`config.mk`:
```
export PLATFORM = sky130hd
export DESIGN_NAME = bcd_sec_timer
export DESIGN_NICKNAME = d
export VERILOG_FILES = /design/src/rtl/bcd_timer_pkg.sv /design/src/rtl/sec_prescaler.sv /design/src/rtl/bcd_decade_stage.sv /design/src/rtl/bcd_seg_decoder.sv /design/src/rtl/bcd_sec_timer.sv
export SDC_FILE = /design/constraint.sdc
export NUM_CORES = 1
export LEC_CHECK = 0
export BUFFER_PORTS_ARGS = -buffer_cell sky130_fd_sc_hd__buf_2
export CAP_MARGIN = 10
export CORE_MARGIN = 1.5
export CORE_UTILIZATION = 30
export CTS_CLUSTER_SIZE = 40
export DETAILED_ROUTE_END_ITERATION = 7
export PLACE_DENSITY_LB_ADDON = 0.15
export SLEW_MARGIN = 20
export SYNTH_ARGS = -nofsm -noshare
export SYNTH_HDL_FRONTEND = slang
export SYNTH_SLANG_ARGS = --single-unit
```
`constraint.sdc`:
```
create_clock -name clk -period 3.9 [get_ports clk]
set_input_delay 0.78 -clock clk [delete_from_list [all_inputs] [get_ports clk]]
set_output_delay 0.78 -clock clk [all_outputs]
set_load 0.02 [all_outputs]
```
`src/rtl/bcd_timer_pkg.sv`:
```
package bcd_timer_pkg;
  localparam int NUM_DIGITS = 2;
  localparam int BCD_W      = 4;
  localparam int SEG_W      = 7;

  typedef logic [BCD_W-1:0] bcd_t;
  typedef logic [SEG_W-1:0] seg_t;

  localparam bcd_t BCD_LAST = 4'd9;
endpackage

```
`src/rtl/sec_prescaler.sv`:
```
module sec_prescaler #(
  parameter int TICKS_PER_SEC = 4_000_000
) (
  input  logic clk,
  input  logic rst,
  input  logic run,
  output logic tick
);
  localparam int CW = (TICKS_PER_SEC > 2) ? $clog2(TICKS_PER_SEC) : 1;
  localparam logic [CW-1:0] LAST = CW'(TICKS_PER_SEC - 1);

  logic [CW-1:0] cnt_q;
  logic          at_last;

  assign at_last = (cnt_q == LAST);
  assign tick    = run & ~rst & at_last;

  always_ff @(posedge clk) begin
    if (rst) begin
      cnt_q <= '0;
    end else if (run) begin
      if (at_last) cnt_q <= '0;
      else         cnt_q <= cnt_q + 1'b1;
    end
  end
endmodule

```
`src/rtl/bcd_decade_stage.sv`:
```
module bcd_decade_stage
  import bcd_timer_pkg::*;
(
  input  logic clk,
  input  logic rst,
  input  logic en,
  output bcd_t q,
  output logic carry
);
  bcd_t q_r;

  // terminal state flags a carry only while enabled
  assign carry = en & (q_r == BCD_LAST);
  assign q     = q_r;

  always_ff @(posedge clk) begin
    if (rst) begin
      q_r <= '0;
    end else if (en) begin
      // 9 and any illegal code 10..15 both go to 0
      if (q_r >= BCD_LAST) q_r <= '0;
      else                 q_r <= q_r + 1'b1;
    end
  end
endmodule

```
`src/rtl/bcd_seg_decoder.sv`:
```
module bcd_seg_decoder
  import bcd_timer_pkg::*;
(
  input  bcd_t digit,
  output seg_t seg
);
  // bit order {g,f,e,d,c,b,a}, active high
  always_comb begin
    unique case (digit)
      4'd0:    seg = 7'h3F;
      4'd1:    seg = 7'h06;
      4'd2:    seg = 7'h5B;
      4'd3:    seg = 7'h4F;
      4'd4:    seg = 7'h66;
      4'd5:    seg = 7'h6D;
      4'd6:    seg = 7'h7D;
      4'd7:    seg = 7'h07;
      4'd8:    seg = 7'h7F;
      4'd9:    seg = 7'h6F;
      default: seg = 7'h00;
    endcase
  end
endmodule

```
`src/rtl/bcd_sec_timer.sv`:
```
module bcd_sec_timer
  import bcd_timer_pkg::*;
#(
  parameter int TICKS_PER_SEC = 4_000_000
) (
  input  logic       clk,
  input  logic       rst,
  input  logic       run,
  output logic [3:0] ones_bcd,
  output logic [3:0] tens_bcd,
  output logic [6:0] ones_seg,
  output logic [6:0] tens_seg,
  output logic       wrap
);
  logic tick;
  logic [NUM_DIGITS:0]   stage_en;
  logic [NUM_DIGITS-1:0] stage_carry;
  bcd_t                  digit_q [NUM_DIGITS];
  seg_t                  digit_seg [NUM_DIGITS];

  sec_prescaler #(.TICKS_PER_SEC(TICKS_PER_SEC)) u_presc (
    .clk (clk),
    .rst (rst),
    .run (run),
    .tick(tick)
  );

  assign stage_en[0] = tick;

  for (genvar i = 0; i < NUM_DIGITS; i++) begin : g_digit
    bcd_decade_stage u_stage (
      .clk  (clk),
      .rst  (rst),
      .en   (stage_en[i]),
      .q    (digit_q[i]),
      .carry(stage_carry[i])
    );
    // each higher stage advances only on the lower stage's carry
    assign stage_en[i+1] = stage_carry[i];

    bcd_seg_decoder u_dec (
      .digit(digit_q[i]),
      .seg  (digit_seg[i])
    );
  end

  assign ones_bcd = digit_q[0];
  assign tens_bcd = digit_q[1];
  assign ones_seg = digit_seg[0];
  assign tens_seg = digit_seg[1];
  assign wrap     = stage_en[NUM_DIGITS];
endmodule

```
* Word level (Yosys, flattened, before mapping)
Memories as Yosys holds them, arrays and structs flattened. A register that Yosys moved wholly into a read port is not among the register bits. Index checks and enable logic that the tools add are counted. Widths: inputs -> output; s select.
Word-level totals: register bits after elaboration 30, bits in read-only memories 224, input port bits 3, output and inout bits 23, logic and storage cells 25, memories 2
Cells by class: add/sub/neg operators 3, order comparisons 2, equality and inequality tests 3, mux-type cells 7, bitwise operators 5
Memory list:
- (no name shown) | words 16, bits a word 7, read ports 1, clocked after memory_dff 1, write ports 0, line bcd_seg_decoder.sv:9 | unique case (digit)
- (no name shown) | words 16, bits a word 7, read ports 1, clocked after memory_dff 1, write ports 0, line bcd_seg_decoder.sv:9
Operators by type and width (number):
- $mux 4 | 6
- $add 22x1->22 const B | 1
- $eq 22x22->1 const B | 1
- $mux 22 | 1
- $add 4x1->4 const B | 2
- $eq 4x4->1 const B | 2
- $ge 4x4->1 const B | 2
- $and 1x1->1 | 4
- $not 1->1 | 1

* Logic depth before layout (Yosys ltp)
Gate-level depths: netlist (run 1).
depth after elaboration 6, gate-level depth with buffers 13, depth with buffers taken out 13

* Hierarchy
From an unflattened synthesis (run 1), not the netlist that was laid out.
Unflattened totals: cells, all modules 222, area total of the unflattened synthesis 1931.9 um^2
Modules (own cells, without submodules):
- sec_prescaler | times used 1, cells each 122, area an instance 1078.5 um^2, seq. area each 440.4 um^2
- bcd_decade_stage | times used 2, cells each 23, area an instance 216.5 um^2, seq. area each 80.1 um^2
- bcd_seg_decoder at g_digit[0].u_dec | times used 1, cells each 28, area an instance 219.0 um^2, seq. area each 0.0 um^2
- bcd_seg_decoder at g_digit[1].u_dec | times used 1, cells each 26, area an instance 201.4 um^2, seq. area each 0.0 um^2

* Least setup slack after synthesis (run 1)
Ideal clock, no wire load.
kind input to register, from input port run, to register, netlist name g_digit[1].u_dec.seg[1], library setup time 0.114 ns, arrival time 2.776 ns, required time 3.786 ns, slack 1.010 ns, stages 9, path buffers 0, cell sequence nand2_1 nor3_1 and3_1 mux2_2 nor2_1 inv_1 ha_1 o21a_1 a21o_1
Between the ends: word-level cells in the longest chain between the ends 5
Ends and longest elaborated chain:
- start: declaration | line bcd_sec_timer.sv:8 | input logic run,
- $and 1x1->1 (2 in series) | line sec_prescaler.sv:16 | assign tick = run & ~rst & at_last;
- $and 1x1->1 | line bcd_decade_stage.sv:13 | assign carry = en & (q_r == BCD_LAST);
- $mux 4 (no source line) (2 in series)
No other way between the ends. A chain may end at the register's enable or synchronous reset.

* Worst setup path in the final report (run 1)
from register u_presc.cnt_q[11], to output port wrap
Between the ends: word-level cells in the longest chain between the ends 4
Ends and longest elaborated chain:
- start: declaration | line sec_prescaler.sv:12 | logic [CW-1:0] cnt_q;
- start signal: assignment | line sec_prescaler.sv:23 | else cnt_q <= cnt_q + 1'b1;
- $eq 22x22->1 | line sec_prescaler.sv:15 | assign at_last = (cnt_q == LAST);
- $and 1x1->1 | line sec_prescaler.sv:16
- $and 1x1->1 (2 in series) | line bcd_decade_stage.sv:13
- end: declaration | line bcd_sec_timer.sv:13 | output logic wrap
No other way between the ends.

==> out/qor.yml, run 1 <==
status: "complete, no violations"
final_common_cell: "dfxtp_1"
worstPathRequired_ps: 3120
finalCritPeriodShare_pct: 80.6
synthMuxAreaShare_pct: 1.81
drtPass1Iterations: 4
cts_max_level: 2
mostFrequentLayoutCells: "44 x dfxtp_1, 34 x nor2_1, 25 x buf_2, 19 x ha_1, 18 x nand3_1"
met2_usage_pct: 19.3
track_usage_pct: 12.5
syn_nets: 292
relSlewSlack_pct: 59.1
synth_ff_type: "dfxtp_1"
first_iter_violations: 62
grt_start_max_net_pins: 23
setup_tns_ps: 0
clk_latency_ps: 290
pin_count: 26
ctsHoldBuffers: 0
p_leak_nw: 1.06
post_drt_via_cell_ratio: 4.87
start_util_pct: 30.7
synth_compound_area_share_pct: 12.9
instances_no_fill: 402
n_antenna_cell: 0
hpwl_mm: 3.65
fmax_ghz: 0.318
io_buffers: 25
drive_gt1_share_pct: 15.0
stdcell_area_mm2: 0.00269
grt_pass1_wl_mm: 8.52
coreArea_mm2: 0.00765
area_growth_pct: 14.2
synth_edf_count: 0
hold_class: "flip-flop to flip-flop"
num_vias: 1958
worst_pin_slew_ps: 610
post_synth_num_cell_types: 48
clk_pin_slew_ps: 80
cp_slowest_cell: "nor4_1"
synth_fa_ha_area_share_pct: 10.1
die_w_um: 91.5
cts-root-buf: "clkbuf_8"
synth-simple-area-share_pct: 26.6
grt_busiest_layer: "met2"
yosysWarnings: 0
setup_viol_count_final: 0
min_period_ps: 3140
grt_antenna_before_repair: 0
cts_resized: 0
syn_inst: 270
ir_worst_vdd_mv: 0.115
synth_xor_area_share_pct: 7.08
cts_made_buffers: 5
tritoncts: "done"
wl_per_cell_um: 12.2
met1_usage_pct: 16.6
synth_seq_cells: 44
fp-row-count: 32
power_density_mw_per_mm2: 283
path_cells: "or4b_4, nor4_1, nand3_1, nor3_1, buf_2"
final_util_pct: 35.1
placed_cells: 394
maxSlewViolCount: 0
nets: 321
drt_wl_total_mm: 4.90
syn-cell-area_mm2: 0.00235
startpoint_type: "flip-flop"
ant_nets: 0
hold_violations: 0
clock_skew_ps: 5.20
die_y_um: 91.5
synth_top_family_by_area: "simple AND/OR/NAND/NOR gates"
cts_setup_buffers: 0
cts.sinks: 44
first_global_vias: 1825
cp_data_arrival_time_ps: 2360
power_mw: 0.759
cts_buffer_depth: 2
yosysSeqAreaShare_pct: 37.5
grt_util_met3_pct: 2.85
cp_slowest_stage_delay_ps: 520
rsz0062_at_grt: "false"
postSynth.asyncResetShare_pct: 0
worstSetupPathType: "flip-flop to primary output"
maxCapViolations: 0
place_congestion: 0.747
worstPathMaxFanout: 6
dieArea_mm2: 0.00838
syn_area_per_cell_um2: 8.71
drc: 0
end_kind: "primary output"
dpl-instance-area_mm2: 0.00259
overflow: 0
## cell usage after synthesis, types with 3 or more instances
library cell | n | area, µm²
xor2_1 | 10 | 87.6
nor3_1 | 6 | 30.0
ha_1 | 19 | 238
nand3b_1 | 4 | 30.0
a21oi_1 | 11 | 55.1
nor4_1 | 6 | 37.5
inv_1 | 14 | 52.6
o21ai_0 | 4 | 20.0
o21ai_1 | 3 | 15.0
clkbuf_1 | 4 | 15.0
nand3_1 | 18 | 90.1
nand4_1 | 3 | 18.8
o311ai_1 | 3 | 26.3
nor2_1 | 34 | 128
dfxtp_1 | 44 | 881
o21a_1 | 3 | 22.5
and3_1 | 10 | 62.6
nand2b_1 | 5 | 31.3
or3_1 | 7 | 43.8
nand2_1 | 17 | 63.8
a31oi_1 | 3 | 18.8
xnor2_1 | 9 | 78.8
## worst paths after layout
path / slack, ps / depth (start not counted) / start / end
max: 760 / 5 / u_presc.cnt_q[11] / wrap
min: 490 / 2 / u_presc.cnt_q[1] / u_presc.cnt_q[1]
max reg2reg: 770 / 11 / u_presc.cnt_q[11] / g_digit[1].u_dec.seg[4]
min reg2reg: 490 / 2 / u_presc.cnt_q[1] / u_presc.cnt_q[1]
## state kept, by name, summed over array words and instances, names as in the netlist
signal             count
g_digit.u_dec.seg     14
g_digit.u_stage.q      8
u_presc.cnt_q         22
## worst max-delay path: cells and delay by family (launching register included)
| kind | cells | cell delay [ps] |
|---|---|---|
| simple gates | 4 | 1460 |
| flops | 1 | 420 |
| buf+inv | 1 | 190 |
## cell type report
type | count | area [µm²]
multi-input cells | 204 | 1380
well taps | 102 | 128
repair buffers | 29 | 155
flip-flops and latches | 44 | 881
inverters | 15 | 56.3
fillers | 817 | 4960
clock buffers | 8 | 90.1
## where the power goes
group	internal (mW)	total (mW)	switching [mW]
Clock	0.145	0.293	0.148
Sequential	0.450	0.452	0.00136
Combinational	0.00452	0.0146	0.0101
## metal layers
metal  wire (µm)  vias up
met5           0        -
met4          84        0
met3         152        6
met2        2100       25
met1        2550      915
li1            -     1012
## cells by family after synthesis
family          count (synthesis)
mux                             4
fa+ha+maj                      19
simple gates                  119
compound gates                 43
buf+inv                        22
xor+xnor                       19
flops                          44
## per-stage QoR
step | hold WS, ps | setup WS [ps]
after floorplan | 466 | 1010
after global placement | 492 | 807
after detailed placement | 490 | 800
after CTS | 502 | 748
after global routing | 525 | 478
final | 495 | 758
(Power assumes the default switching activity.)
==> run 2, diff against run 1 <==
==> constraint.sdc (replaced) <==
create_clock -name clk -period 2.92 [get_ports clk]
set_input_delay 0.584 -clock clk [delete_from_list [all_inputs] [get_ports clk]]
set_output_delay 0.584 -clock clk [all_outputs]
set_load 0.02 [all_outputs]
==> out/qor.yml, run 2 (synthesis results as in run 1) <==
cts-root-buf: "clkbuf_8"
wl_per_cell_um: 12.1  # -0.53%
stdcell_area_mm2: 0.00285  # +6.1%
worst_pin_slew_ps: 590  # -20.0 ps
grt_busiest_layer: "met2"
area_growth_pct: 21.1
die_y_um: 91.5  # unchanged
hpwl_mm: 3.86  # +5.6%
maxSlewViolCount: 0  # unchanged
worstPathMaxFanout: 5  # -1
fmax_ghz: 0.363
cts_max_level: 2  # unchanged
grt_util_met3_pct: 2.35  # -0.50 points
path_delay_family: "simple AND/OR/NAND/NOR gates"
start_util_pct: 30.7  # unchanged
setup_tns_ps: 0  # unchanged
met2_usage_pct: 20.8  # +1.4 points
drive_gt1_share_pct: 20.6  # +5.6 points
cp_slowest_cell: "or4b_4"
cts_buffer_depth: 2  # unchanged
p_leak_nw: 1.16  # +9.8%
clk_latency_ps: 300  # about the same
dpl-instance-area_mm2: 0.00272  # +4.6%
largest_reg_flops: 22  # unchanged
worstSetupPathType: "flip-flop to primary output"
first_iter_violations: 57  # -8.1%
cp_slowest_stage_delay_ps: 570  # +50 ps
hold_violations: 0  # unchanged
n_antenna_cell: 0  # unchanged
mostFrequentLayoutCells: "44 x dfxtp_1, 34 x nor2_1, 24 x buf_2, 21 x buf_4, 19 x ha_1"
regMostFlops: "u_presc.cnt_q"
grt_start_max_net_pins: 18  # -22%
grt_pass1_wl_mm: 8.79  # +3.2%
place_congestion: 0.781  # +4.5%
io_buffers: 25  # unchanged
drt_wl_total_mm: 5.06  # +3.4%
pin_count: 26  # unchanged
end_kind: "primary output"
ant_nets: 0  # unchanged
ir_worst_vdd_mv: 0.190  # +66%
finalCritPeriodShare_pct: 94.3
clk_pin_slew_ps: 90  # about the same
hold_class: "flip-flop to flip-flop"
ctsHoldBuffers: 0  # unchanged
fp-row-count: 32  # unchanged
first_global_vias: 1919  # +5.2%
cts_made_buffers: 5  # unchanged
drtPass1Iterations: 4  # unchanged
nets: 337  # +5.0%
status: "complete, no violations"
met1_usage_pct: 17.0  # +0.37 points
track_usage_pct: 12.9  # +0.44 points
relSlewSlack_pct: 60.6  # +1.5 points
grt_antenna_before_repair: 0  # unchanged
post_drt_via_cell_ratio: 4.81  # -1.3%
tritoncts: "done"
cts.sinks: 44  # unchanged
die_w_um: 91.5  # unchanged
clock_skew_ps: 4.69  # -0.517 ps
overflow: 0  # unchanged
num_vias: 2009  # +2.6%
final_common_cell: "dfxtp_1"
rsz0062_at_grt: "true"
drc: 0  # unchanged
min_period_ps: 2750
path_cells: "or4b_4, nor4_4, nand3_1, buf_4, nor3_1, buf_4"
pre_cts_slack_ps: 113  # -688 ps
power_density_mw_per_mm2: 383  # +36%
path_common_cell: "buf_4"
cp_data_arrival_time_ps: 2170  # -190 ps
final_util_pct: 37.2  # +2.1 points
fill_cells: 797  # -2.4%
startpoint_type: "flip-flop"
setup_viol_count_final: 0  # unchanged
layout_setup_ws_ps: 168  # -591 ps
dieArea_mm2: 0.00838  # unchanged
maxCapViolations: 0  # unchanged
coreArea_mm2: 0.00765  # unchanged
path_buf_inv: 2  # +1
worstPathRequired_ps: 2340  # -780 ps
==> run 2: through the flow <==
step	hold slack, ps	power, mW	cells
after floorplan	466	0.631	270
after global placement	488	0.639	410
after detailed placement	495	0.639	410
after CTS	509	1.11	418
after global routing	549	1.14	418
final	506	1.09	418
==> run 2: worst paths after layout <==
path	startpoint	to	slack (ps)	depth (start not counted)
max	u_presc.cnt_q[12]	wrap	170	6
min	u_presc.cnt_q[1]	u_presc.cnt_q[1]	510	2
max reg2reg	u_presc.cnt_q[12]	g_digit[1].u_dec.seg[4]	200	11
min reg2reg	u_presc.cnt_q[1]	u_presc.cnt_q[1]	510	2
==> run 2: final cells by class <==
| class | instances | area [µm²] | share of cell area, % |
|---|---|---|---|
| Tap cell | 102 | 128 | 4.48 |
| Timing Repair Buffer | 45 | 278 | 9.75 |
| Clock inverter | 3 | 42.5 | 1.49 |
| Clock buffer | 5 | 68.8 | 2.42 |
| Multi-Input combinational cell | 204 | 1390 | 48.9 |
| Sequential cell | 44 | 881 | 30.9 |
| Inverter | 15 | 56.3 | 1.98 |
==> run 2: layer usage <==
metal | vias up | part of all wire (%)
met2 | 30 | 44
met1 | 929 | 51
met4 | 0 | 1.6
met3 | 7 | 3.2
met5 | - | 0
li1 | 1043 | -
==> run 2: report_power, final <==
part	switching, mW	leakage [nW]	internal, mW	total, mW
clock network	0.214	0.0541	0.253	0.467
registers	0.00181	0.355	0.601	0.603
logic	0.0141	0.754	0.00714	0.0213
==> run 2: repair_timing <==
item	4_1_cts	5_1_grt
buffers inserted	0	0
endpoints found under the setup margin	0	6
gates resized for setup	0	4
==> run 2: worst reg2reg max path: stages, from the launching register on <==
cell and delay (ps):
dfxtp_1 370, or4b_4 570, nor4_4 300, nand3_1 130
or3_1 370, a21oi_1 180, inv_1 110, ha_1 200
nor2_1 120, nand3_1 90, nand3_1 110, a22oi_1 60
